File: src/rtl/pme_wake_pkg.sv
package pme_wake_pkg;

  typedef enum logic [2:0] {
    PS_D0_UNINIT = 3'd0,
    PS_D0_ACTIVE = 3'd1,
    PS_D1        = 3'd2,
    PS_D2        = 3'd3,
    PS_D3        = 3'd4
  } pwrState_e;

  localparam int REG_W        = 16;
  localparam int STATE_LSB    = 0;
  localparam int WAKE_EN_BIT  = 8;
  localparam int IGN_MSTR_BIT = 10;
  localparam int STS_BIT      = 15;

  typedef struct packed {
    logic clrSts;
    logic fullPower;
    logic armCard;
    logic ignoreMaster;
    logic wakeEnable;
  } ctlStrobe_t;

endpackage

File: src/rtl/pme_wake_ctl.sv
module pme_wake_ctl
  import pme_wake_pkg::*;
(
  input  logic             clk,
  input  logic             rstN,
  input  logic             regWr,
  input  logic             regAddr,
  input  logic [REG_W-1:0] regWData,
  output pwrState_e        curState,
  output ctlStrobe_t       strobe
);

  logic wakeEn;
  logic ignMstr;

  function automatic pwrState_e decodeField(input logic [1:0] field);
    case (field)
      2'd0:    decodeField = PS_D0_ACTIVE;
      2'd1:    decodeField = PS_D1;
      2'd2:    decodeField = PS_D2;
      default: decodeField = PS_D3;
    endcase
  endfunction

  always_ff @(posedge clk) begin
    if (!rstN) begin
      curState <= PS_D0_UNINIT;
      wakeEn   <= 1'b0;
      ignMstr  <= 1'b0;
    end else if (regWr) begin
      if (!regAddr) begin
        curState <= decodeField(regWData[STATE_LSB +: 2]);
        wakeEn   <= regWData[WAKE_EN_BIT];
      end else begin
        ignMstr  <= regWData[IGN_MSTR_BIT];
      end
    end
  end

  always_comb begin
    strobe.clrSts       = regWr && !regAddr && regWData[STS_BIT];
    strobe.fullPower    = (curState == PS_D0_UNINIT) || (curState == PS_D0_ACTIVE);
    strobe.armCard      = !strobe.fullPower && wakeEn;
    strobe.ignoreMaster = ignMstr;
    strobe.wakeEnable   = wakeEn;
  end

endmodule

File: src/rtl/pme_wake_dp.sv
module pme_wake_dp
  import pme_wake_pkg::*;
#(
  parameter int NUM_SRC = 32
) (
  input  logic               clk,
  input  logic               rstN,
  input  logic [NUM_SRC-1:0] intEvent,
  input  logic [NUM_SRC-1:0] intMask,
  input  logic               masterIntEn,
  input  logic               cardInsert,
  input  ctlStrobe_t         strobe,
  output logic               pmeSts,
  output logic               pmeOeN
);

  logic [NUM_SRC-1:0] srcLive;
  logic               gateOpen;
  logic               anyLive;
  logic               setSts;

  assign gateOpen = strobe.ignoreMaster || masterIntEn;

  for (genvar n = 0; n < NUM_SRC; n++) begin : g_src
    assign srcLive[n] = intEvent[n] && intMask[n] && gateOpen;
  end

  assign anyLive = |srcLive;
  assign setSts  = (strobe.fullPower && anyLive) || (strobe.armCard && cardInsert);

  always_ff @(posedge clk) begin
    if (!rstN)              pmeSts <= 1'b0;
    else if (setSts)        pmeSts <= 1'b1;
    else if (strobe.clrSts) pmeSts <= 1'b0;
  end

  assign pmeOeN = !(pmeSts && strobe.wakeEnable);

endmodule

File: src/rtl/pme_wake_top.sv
module pme_wake_top
  import pme_wake_pkg::*;
#(
  parameter int NUM_SRC = 32
) (
  input  logic               clk,
  input  logic               rstN,
  input  logic [NUM_SRC-1:0] intEvent,
  input  logic [NUM_SRC-1:0] intMask,
  input  logic               masterIntEn,
  input  logic               cardInsert,
  input  logic               regWr,
  input  logic               regAddr,
  input  logic [15:0]        regWData,
  output logic [2:0]         pwrState,
  output logic               pmeSts,
  output logic               pmeOeN,
  output logic               idIgnMstr
);

  pwrState_e  curState;
  ctlStrobe_t strobe;

  pme_wake_ctl u_ctl (
    .clk      (clk),
    .rstN     (rstN),
    .regWr    (regWr),
    .regAddr  (regAddr),
    .regWData (regWData),
    .curState (curState),
    .strobe   (strobe)
  );

  pme_wake_dp #(.NUM_SRC(NUM_SRC)) u_dp (
    .clk         (clk),
    .rstN        (rstN),
    .intEvent    (intEvent),
    .intMask     (intMask),
    .masterIntEn (masterIntEn),
    .cardInsert  (cardInsert),
    .strobe      (strobe),
    .pmeSts      (pmeSts),
    .pmeOeN      (pmeOeN)
  );

  assign pwrState  = curState;
  assign idIgnMstr = strobe.ignoreMaster;

endmodule

File: config.mk
export PLATFORM = sky130hd
export DESIGN_NAME = pme_wake_top
export DESIGN_NICKNAME = d
export VERILOG_FILES = /design/src/rtl/pme_wake_pkg.sv /design/src/rtl/pme_wake_ctl.sv /design/src/rtl/pme_wake_dp.sv /design/src/rtl/pme_wake_top.sv
export SDC_FILE = /design/constraint.sdc
export NUM_CORES = 1
export LEC_CHECK = 0
export BUFFER_PORTS_ARGS = -buffer_cell sky130_fd_sc_hd__buf_2
export CAP_MARGIN = 25
export CORE_UTILIZATION = 27
export CTS_BUF_LIST = sky130_fd_sc_hd__clkbuf_8
export CTS_CLUSTER_SIZE = 30
export DETAILED_ROUTE_END_ITERATION = 7
export MAX_ROUTING_LAYER = met4
export PLACE_DENSITY_LB_ADDON = 0.1
export SLEW_MARGIN = 20
export SYNTH_ARGS = -nofsm -noshare
export SYNTH_HDL_FRONTEND = slang
export SYNTH_SLANG_ARGS = --single-unit
File: constraint.sdc
create_clock -name clk -period 1.2 [get_ports clk]
set_clock_uncertainty 0.05 [all_clocks]
set_input_delay 0.06 -clock clk [delete_from_list [all_inputs] [get_ports clk]]
set_output_delay 0.06 -clock clk [all_outputs]
set_load 0.03 [all_outputs]
Word level (Yosys, flattened, before mapping)
Index checks and enable logic that the tools add are counted.

Register bits after elaboration: 6. Input bits: 86. Output and inout bits: 6. Word-level logic and storage cells: 93.

Equality and inequality tests: 3. Muxes and demuxes: 3. Bitwise logic cells: 1. Reduce and logical (&&, ||, !) cells: 82.

Operators by type and width (count): 1-bit logical AND (70); 32-bit OR reduction (1); 3-bit case mux with 3 select lines (1); 2-bit AND reduction (2); 3-bit by 1-bit equality test with 1-bit output, second input constant (1); 1-bit zero test (3); 3-bit zero test (1); 1-bit logical OR (3); 2-bit by 1-bit equality test with 1-bit output, second input constant (1); 2-bit equality test, second input constant (1); 2-bit zero test (1); 1-bit two-way mux (2); 2-bit nonzero test (1); 1-bit inverter (1).

Depth between registers and ports, before layout
Gate-level depths: netlist of run 1.

Word-level depth: 7. Mapped depth: 6. Depth with buffers taken out: 6.

Hierarchy
Synthesis of run 1 repeated with hierarchy kept, for this count alone.

Cell total of the unflattened synthesis: 60. Area, all modules: 510.5 um2.

Modules (own cells, without submodules): pme_wake_ctl (times used 1, cells an instance 31, area each 301.5 um2, sequential area each 100.1 um2); pme_wake_dp (times used 1, cells an instance 29, area each 209.0 um2, sequential area each 20.0 um2).

Worst setup path after synthesis of run 1
OpenSTA, ideal clock, no wires.

Path type: register -> register. From: register u_ctl.curState[2]. To: register u_dp.pmeSts. Setup time: 0.121 ns. Arrival time: 0.770 ns. Slack: 0.259 ns. Cell stages (with the launch flop): 5. Path buffers: 0. Clock period less this slack: 0.941 ns. Path through: dfxtp_1 nor2_1 nor2_1 o21ai_1 o21ai_1.

Word-level cells in the longest chain between the ends: 7. Elaborated cells on any way between the ends: 10.

Ends and longest elaborated chain: start: declaration (RTL line pme_wake_ctl.sv:9) `output pwrState_e curState,`; start signal: assignment (RTL line pme_wake_ctl.sv:32) `curState <= decodeField(regWData[STATE_LSB +: 2]);`; 3-bit by 1-bit equality test with 1-bit output / 3-bit zero test (equally long branches) (RTL line pme_wake_ctl.sv:42) `strobe.fullPower = (curState == PS_D0_UNINIT) || (curState == PS_D0_ACTIVE);`; 1-bit logical OR (*) (RTL line pme_wake_ctl.sv:42); 1-bit zero test (RTL line pme_wake_ctl.sv:43) `strobe.armCard = !strobe.fullPower && wakeEn;`; 1-bit logical AND (RTL line pme_wake_ctl.sv:43); 1-bit logical AND (RTL line pme_wake_dp.sv:29) `assign setSts = (strobe.fullPower && anyLive) || (strobe.armCard && cardInsert);`; 1-bit logical OR (*) (RTL line pme_wake_dp.sv:29); 1-bit two-way mux / 2-bit nonzero test (equally long branches); end signal: assignment (RTL line pme_wake_dp.sv:32) `if (!rstN) pmeSts <= 1'b0;`; end signal: assignment (RTL line pme_wake_dp.sv:33) `else if (setSts) pmeSts <= 1'b1;`; end signal: assignment (RTL line pme_wake_dp.sv:34) `else if (strobe.clrSts) pmeSts <= 1'b0;`; end: declaration (RTL line pme_wake_dp.sv:13) `output logic pmeSts,`.

Every way passes the cells marked *; elsewhere a longest branch is shown, timed or not. A chain may end at the register's enable or synchronous reset.

Worst setup path after layout of run 1
From: register u_ctl.wakeEn. To: output pmeOeN.

Word-level cells in the longest chain between the ends: 2.

Ends and longest elaborated chain: start: declaration (RTL line pme_wake_ctl.sv:13) `logic wakeEn;`; start signal: assignment (RTL line pme_wake_ctl.sv:33) `wakeEn <= regWData[WAKE_EN_BIT];`; 1-bit logical AND (RTL line pme_wake_dp.sv:37) `assign pmeOeN = !(pmeSts && strobe.wakeEnable);`; 1-bit zero test (RTL line pme_wake_dp.sv:37); end: declaration (RTL line pme_wake_top.sv:17) `output logic pmeOeN,`.

Every way passes these cells.

==> flow_summary.ini, run 1 <==
[timing]
rsz0062_at_grt = false
setup_viol = 0
fin_setup_tns_ps = 0
fmax_mhz = 1110
hold_viol_final = 0
drv_slew = 0
period_share_pct = 75.4
final.min_clock_period_ps = 904
holdWs_ps = 51.6
tightestPinTransition_ps = 334
slew-limit-headroom_pct = 77.5

[layout]
area_delta_synth_final_pct = 99.7
fin_nets = 230
final_cells = 155
drive_gt1_share_pct = 61.2
n_antenna_cell = 0

[clock_network]
htreeDepth = 1
cts_hold_buffers = 0
numCtsBuffers = 3
cts_root_buf = clkbuf_8
worstSkewPairLatency_ps = 220
post-cts-setup-buffers = 0
clk_pin_slew_worst_paths_ps = 40
cts_tree = done
cts_resized = 0
cts_sinks = 6
clk_path_buf_depth = 2

[synth]
synth_edf_count = 0
syn_area_per_cell_um2 = 8.31
synth_top_flop_cell = dfxtp_1
ys_ff_latch = 6
synth_top_area_share_pct = 25.8
async_reset_ff_share_pct = 0
ys_seq_area_share_pct = 25.8
yosysWarnings = 0
syn_inst = 56
synth_nets = 145
synthesis.area_um2 = 465
synth_top_area_cell = dfxtp_1
synth_area_leaders = dfxtp_1, a22oi_1, mux2i_1
yosysMostFrequentCell = a22oi_1
synth.distinct_cells = 17
ys_top_cells_by_count = a22oi_1, dfxtp_1, nor2b_1

[floorplanning]
core-area_mm2 = 0.00156
placementRows = 14
start_util_pct = 29.9
die-area_mm2 = 0.00189
ios = 92
fp.dieW_um = 43.5
die_height_um = 43.5

[worst_setup_path]
reg2reg_to = u_dp.pmeSts
arrival_ps = 790
endpoint_kind = output port
crit_family = flip-flops
start_kind = flop
cp_slowest_cell = dfxtp_1
reg2reg_depth = 4
worstPathRequired_ps = 1090
crit_chain = nand2_1, buf_2
critical_path_class = reg2out
cpPeakStageDelay_ps = 350
worst-path-buf-inv = 1
reg2reg_slack_ps = 340
worstPathMaxFanout = 3
critPathLaunch = u_ctl.wakeEn
r2r-start = u_ctl.curState[2]

[power_and_ir_drop]
ir_drop_v = 0.000373
power.total_uw = 755
power_density_mw_per_mm2 = 812
static-leakage-power_uw = 0.000515

[route]
drt-pass1-iter-count = 6
drt-total-wl_um = 1510
post_drt_wl_per_cell_um = 9.74
vias_per_cell = 4.82
antenna_left = 0
drt_iter0_drc = 23
drc_errors = 6
num_vias = 747

[run]
drv_cap = 0

[hold_path]
hold_path_startpoint = regWData[8]
worstHoldPathCells = 3
worstHoldPathType = in2reg
holdPathEnd = u_ctl.wakeEn

[global_routing]
grt_max_degree = 8
grt_pass1_wl_um = 2560
antenna_found_initial = 0
grt_usage_pct = 17.9
grt_pass1_vias = 725
grt_overflow = 0

[placement]
dp_cells = 152
portBuffers = 80
hpwl_um = 1410
place_congestion = 0.711

[run_status]
outcome = finished, violations left
violations = design-rule violations
## worst reg2reg max path, cell delays in order, from the launching register on
cell     delay, ps
dfxtp_1        310
nor2_1         140
nor2_1          60
o21ai_1        100
o21ai_1         70
## cell usage in the layout, fill, tap and decap left out, types with 2 or more instances in the layout
| cell | n |
|---|---|
| mux2i_1 | 4 |
| nand4_1 | 4 |
| nor2b_1 | 5 |
| dfxtp_1 | 6 |
| o21ai_1 | 2 |
| a22oi_1 | 15 |
| buf_2 | 80 |
| nor2_1 | 4 |
| ha_1 | 3 |
| inv_1 | 2 |
| clkbuf_8 | 3 |
| nand2_1 | 4 |
## registers in the layout (all words and copies together) (netlist names)
name and cells:
u_dp.pmeSts 1, u_ctl.curState 3, u_ctl.ignMstr 1, u_ctl.wakeEn 1
## power breakdown
| part | internal (uW) | switching, uW |
|---|---|---|
| logic | 138 | 96.5 |
| clock network | 215 | 84.9 |
| registers | 213 | 7.53 |
## layer usage
metal  track usage [%]  wire length, um
met1              18.3              582
met2              34.2              796
met3              3.33              131
met4              5.00                0
met5                 -                0
## metrics by stage
stage	setup slack [ps]	cell area (um2)	util (%)
2_1_floorplan	259	465	-
3_3_place_gp	131	888	57.0
3_5_place_dp	97.0	888	57.0
4_1_cts	283	930	59.6
5_1_grt	236	930	59.6
6_report	296	930	59.6
## layout make-up
cell class / count / area, um2
sequential: 6 / 120
inverter: 2 / 7.51
timing repair buffer: 81 / 408
multi-input combinational: 47 / 333
clock buffer: 3 / 41.3
tap: 16 / 20.0
fill: 158 / 629
## how the worst max path moves through the flow
stage	endpoint	cells after the start
floorplan	u_dp.pmeSts	4
global placement	u_dp.pmeSts	5
detailed placement	u_dp.pmeSts	5
CTS	pmeOeN	2
global route	u_dp.pmeSts	5
finish	pmeOeN	2
## cells by family (layout without fill, tap and decap cells)
| logic type | Yosys count | count (layout) | synth area share, % |
|---|---|---|---|
| AOI/OAI and AO/OA | 21 | 21 | 33.9 |
| and+or+nand+nor | 19 | 19 | 21.0 |
| DFF | 6 | 6 | 25.8 |
| muxes | 4 | 4 | 8.60 |
| adders and majority gates | 3 | 3 | 8.07 |
| buffers and inverters | 3 | 86 | 2.69 |
Power figures use the tool's default switching activity.
==> inputs of run 2 (changes only) <==
--- a/config.mk
+++ b/config.mk
@@ -7,7 +7,7 @@
 export LEC_CHECK = 0
 export BUFFER_PORTS_ARGS = -buffer_cell sky130_fd_sc_hd__buf_2
 export CAP_MARGIN = 25
-export CORE_UTILIZATION = 27
+export CORE_UTILIZATION = 25
 export CTS_BUF_LIST = sky130_fd_sc_hd__clkbuf_8
 export CTS_CLUSTER_SIZE = 30
 export DETAILED_ROUTE_END_ITERATION = 7
==> constraint.sdc (replaced) <==
create_clock -name clk -period 0.9 [get_ports clk]
set_clock_uncertainty 0.05 [all_clocks]
set_input_delay 0.045 -clock clk [delete_from_list [all_inputs] [get_ports clk]]
set_output_delay 0.045 -clock clk [all_outputs]
set_load 0.03 [all_outputs]
==> run 2 against run 1 <==
Compared with the run above: the flow now finishes without violations; via count is 0.80% lower; register-to-register slack worse by 290 ps; critical path depth did not move; non-clock buffer count did not move; setup slack worse by 270 ps; total power is 35% higher; wire length is 3.5% higher; critical path type unchanged; largest cell class unchanged.
==> flow_summary.ini, run 2 (synthesized netlist as in run 1, its figures left out) <==
[worst_setup_path]
reg2reg_slack_ps = 50
crit_chain = nand2_1, buf_4
cp_slowest_cell = dfxtp_1
r2r-start = u_ctl.curState[2]
start_kind = flop
reg2reg_to = u_dp.pmeSts
worst-path-buf-inv = 1
cpPeakStageDelay_ps = 330
reg2reg_depth = 4
critical_path_class = reg2out
crit_family = flip-flops
worstPathRequired_ps = 810
endpoint_kind = output port
worstPathMaxFanout = 3
arrival_ps = 780

[layout]
area_delta_synth_final_pct = 105
mostFrequentLayoutCell = buf_2
fin_nets = 230
final_cell_mix = buf_2, a22oi_1, nor2b_1
drive_gt1_share_pct = 64.0
n_antenna_cell = 0
stdcell_area_um2 = 952
regMostFlops = u_ctl.curState
largest_reg_flops = 3

[global_routing]
grt_overflow = 0
grt_max_degree = 8
antenna_found_initial = 0
grt_pass1_wl_um = 2100
grt_usage_pct = 15.1
grt_pass1_vias = 551

[route]
antenna_left = 0
drt_iter0_drc = 8
drt-pass1-iter-count = 4
drt-total-wl_um = 1560
vias_per_cell = 4.52
drc_errors = 0
num_vias = 741
post_drt_wl_per_cell_um = 9.53

[placement]
placed_area_um2 = 903
place_congestion = 0.715
portBuffers = 80
hpwl_um = 1400
place_ws_ps = -152

[power_and_ir_drop]
p_sw_share_pct = 25.3
comb_power_share_pct = 31.1
static-leakage-power_uw = 0.000519
clock_power_share_pct = 39.7
power_density_mw_per_mm2 = 1070
seqPwrFrac_pct = 29.2
ir_drop_v = 0.000466
power.internal_uw = 760
p_switching_uw = 257
power.total_uw = 1020

[clock_network]
worstSkewPairLatency_ps = 220
numCtsBuffers = 3
htreeDepth = 1
cts_tree = done
post-cts-setup-buffers = 0
cts_sinks = 6
cts_root_buf = clkbuf_8
cts_hold_buffers = 0
clk_pin_slew_worst_paths_ps = 30
cts_resized = 0
clk_path_buf_depth = 2

[run]
drv_cap = 0

[timing]
timing.final.ws_setup_ps = 21.0
drv_slew = 0
slew-limit-headroom_pct = 81.7
setup_viol = 0
rsz0062_at_grt = true
period_share_pct = 97.7
hold_viol_final = 0
fin_setup_tns_ps = 0
tightestPinTransition_ps = 272
fmax_mhz = 1140
final.min_clock_period_ps = 879

[floorplanning]
fp.dieW_um = 45.2
placementRows = 15
core-area_mm2 = 0.00173
die-area_mm2 = 0.00204
start_util_pct = 27.0
die_height_um = 45.2
ios = 92

[hold_path]
hold_path_startpoint = regWData[8]
worstHoldPathType = in2reg
holdPathEnd = u_ctl.wakeEn
worstHoldPathCells = 3

[run_status]
outcome = finished, final reports clean
run 2: layer usage:
layer	track usage (%)	wire length (um)
met5	-	0
met4	10.9	34
met3	4.40	149
met2	25.2	809
met1	14.9	569
run 2: how the worst max path moves through the flow:
stage               slack, ps          end              start  depth (start not counted)
finish                     20       pmeOeN       u_ctl.wakeEn                          2
global route              -40  u_dp.pmeSts  u_ctl.curState[2]                          4
CTS                        20  u_dp.pmeSts  u_ctl.curState[2]                          4
detailed placement       -150  u_dp.pmeSts       intEvent[15]                          5
global placement          -90  u_dp.pmeSts        intEvent[7]                          5
floorplan                  20  u_dp.pmeSts  u_ctl.curState[2]                          4
run 2: power groups by stage:
stage               Sequential (uW)  Clock (uW)  Combinational [uW]
floorplan                       326           0                97.5
global placement                300           0                 309
detailed placement              300           0                 315
CTS                             295         413                 317
global route                    299         430                 349
finish                          296         403                 317
run 2: area by class of cell:
| cell class | instances | area [um2] |
|---|---|---|
| fillers | 171 | 774 |
| repair buffers | 81 | 413 |
| multi-input cells | 47 | 335 |
| flip-flops and latches | 6 | 124 |
| clock buffers | 3 | 41.3 |
| well taps | 25 | 31.3 |
| inverters | 2 | 7.51 |
run 2: through the flow:
step / hold slack (ps) / instances / utilization [%]
6_report: 40.4 / 164 / 55.1
3_5_place_dp: 266 / 161 / 52.3
5_1_grt: 58.4 / 164 / 55.1
2_1_floorplan: 121 / 56 / -
3_3_place_gp: 256 / 161 / 52.3
4_1_cts: 39.6 / 164 / 54.7
run 2: tightest hold or removal path: stages:
cell     delay [ps]
buf_2            70
mux2i_1          50
nor2b_1         100
==> inputs of run 3 (changes only) <==
==> constraint.sdc (replaced) <==
create_clock -name clk -period 1 [get_ports clk]
set_clock_uncertainty 0.05 [all_clocks]
set_input_delay 0.05 -clock clk [delete_from_list [all_inputs] [get_ports clk]]
set_output_delay 0.05 -clock clk [all_outputs]
set_load 0.03 [all_outputs]
==> run 3 against run 2 <==
Compared with the run above: die area unchanged; first-iteration DRC count shrank 63%; setup slack gained 92 ps; clock power is 7.2% lower; count of clock-buffer cells in the layout is the same; final cell count unchanged; register-to-register slack gained 70 ps; utilization fell by 0.65 points.
==> flow_summary.ini, run 3 (synthesized netlist as in run 1, its figures left out) <==
[run_status]
outcome = finished, final reports clean

[clock_network]
cts_hold_buffers = 0
cts_tree = done
post-cts-setup-buffers = 0
worstSkewPairLatency_ps = 230
clk_path_buf_depth = 2
numCtsBuffers = 3
cts_resized = 0
cts_sinks = 6
htreeDepth = 1
cts_root_buf = clkbuf_8
clk_pin_slew_worst_paths_ps = 30

[placement]
hpwl_um = 1390
place_congestion = 0.723
portBuffers = 80
placed_area_um2 = 900

[hold_path]
holdPathEnd = u_ctl.wakeEn
worstHoldPathCells = 3
hold_path_startpoint = regWData[8]
worstHoldPathType = in2reg

[route]
drt_iter0_drc = 3
drt-pass1-iter-count = 3
top_layer = met4
wirelength_met1_um = 555
vias_per_cell = 4.59
wl_met2_um = 803
num_vias = 752
drc_errors = 0
dr_wl_met3_um = 132
post_drt_wl_per_cell_um = 9.21
drt-total-wl_um = 1510
antenna_left = 0

[timing]
fmax_mhz = 1130
period_share_pct = 88.7
hold_viol_final = 0
drv_slew = 0
setup_viol = 0
final.min_clock_period_ps = 887
slew-limit-headroom_pct = 81.6
rsz0062_at_grt = false
tightestPinTransition_ps = 273
holdWs_ps = 45.2

[worst_setup_path]
reg2reg_slack_ps = 120
critical_path_class = reg2out
r2r-start = u_ctl.curState[2]
worstPathRequired_ps = 900
arrival_ps = 790
endpoint_kind = output port
worstPathMaxFanout = 3
reg2reg_to = u_dp.pmeSts
reg2reg_depth = 4
start_kind = flop

[layout]
multiInputGateArea_um2 = 333
area_delta_synth_final_pct = 102
largest_reg_flops = 3
stdcell_area_um2 = 941
regArea_um2 = 120
n_antenna_cell = 0
regMostFlops = u_ctl.curState
fin_nets = 230
mostFrequentLayoutCell = buf_2
drive_gt1_share_pct = 61.2
final_cell_mix = buf_2, a22oi_1, dfxtp_1
nFillCells = 176

[floorplanning]
start_util_pct = 27.0
placementRows = 15
ios = 92
die_height_um = 45.2
fp.dieW_um = 45.2
die-area_mm2 = 0.00204
core-area_mm2 = 0.00173

[global_routing]
antenna_found_initial = 0
grt_max_degree = 8
grt_usage_pct = 14.7
grt_pass1_vias = 614
grt_overflow = 0
grt_pass1_wl_um = 2130

[power_and_ir_drop]
ir_drop_v = 0.000456
power_density_mw_per_mm2 = 977
static-leakage-power_uw = 0.000515

[run]
drv_cap = 0
## run 3: cell count changes in the layout (fill, tap and decap cells not counted)
| cell | previous run | this run |
|---|---|---|
| clkbuf_4 | 1 | 0 |
| buf_4 | 2 | 1 |
| dfxtp_1 | 3 | 6 |
| dfxtp_2 | 3 | 0 |
| buf_2 | 78 | 80 |
| nor2_1 | 3 | 4 |
| nor2_2 | 1 | 0 |
## run 3: layer usage
metal | global-route usage, % | vias up
met4 | 7.27 | 0
met2 | 28.1 | 43
met3 | 2.40 | 4
li1 | - | 386
met1 | 14.0 | 319
met5 | - | -
## run 3: area by class of cell
class                      count  area share (%)
timing repair buffer          81            43.4
multi-input combinational     47            35.4
sequential                     6            12.8
clock buffer                   3            4.39
tap                           25            3.32
inverter                       2           0.798
## run 3: how the worst max path moves through the flow
stage | end | from | slack, ps | depth (start not counted)
CTS | pmeOeN | u_ctl.wakeEn | 110 | 2
floorplan | u_dp.pmeSts | u_ctl.curState[2] | 60 | 4
detailed placement | u_dp.pmeSts | intEvent[7] | -40 | 5
global route | u_dp.pmeSts | u_ctl.curState[2] | 40 | 4
global placement | u_dp.pmeSts | intEvent[7] | -30 | 5
finish | pmeOeN | u_ctl.wakeEn | 110 | 2
## run 3: per-stage QoR
stage	TNS (ps)	utilization [%]	total power, uW	cells	setup WS, ps
finish	0	54.5	919	164	113
global route	0	54.5	969	164	38.2
CTS	0	54.5	932	164	107
detailed placement	-37.9	52.1	551	161	-37.9
global placement	-27.0	52.1	545	161	-27.0
floorplan	0	-	379	56	59.0
## run 3: power by group
part / switching, uW / total [uW] / internal, uW
sequential: 8.76 / 264 / 255
combinational: 115 / 281 / 166
clock: 115 / 374 / 259
## run 3: worst max-delay path: stages, from the launching register on
cell	delay, ps
dfxtp_1	340
nand2_1	50
buf_2	170
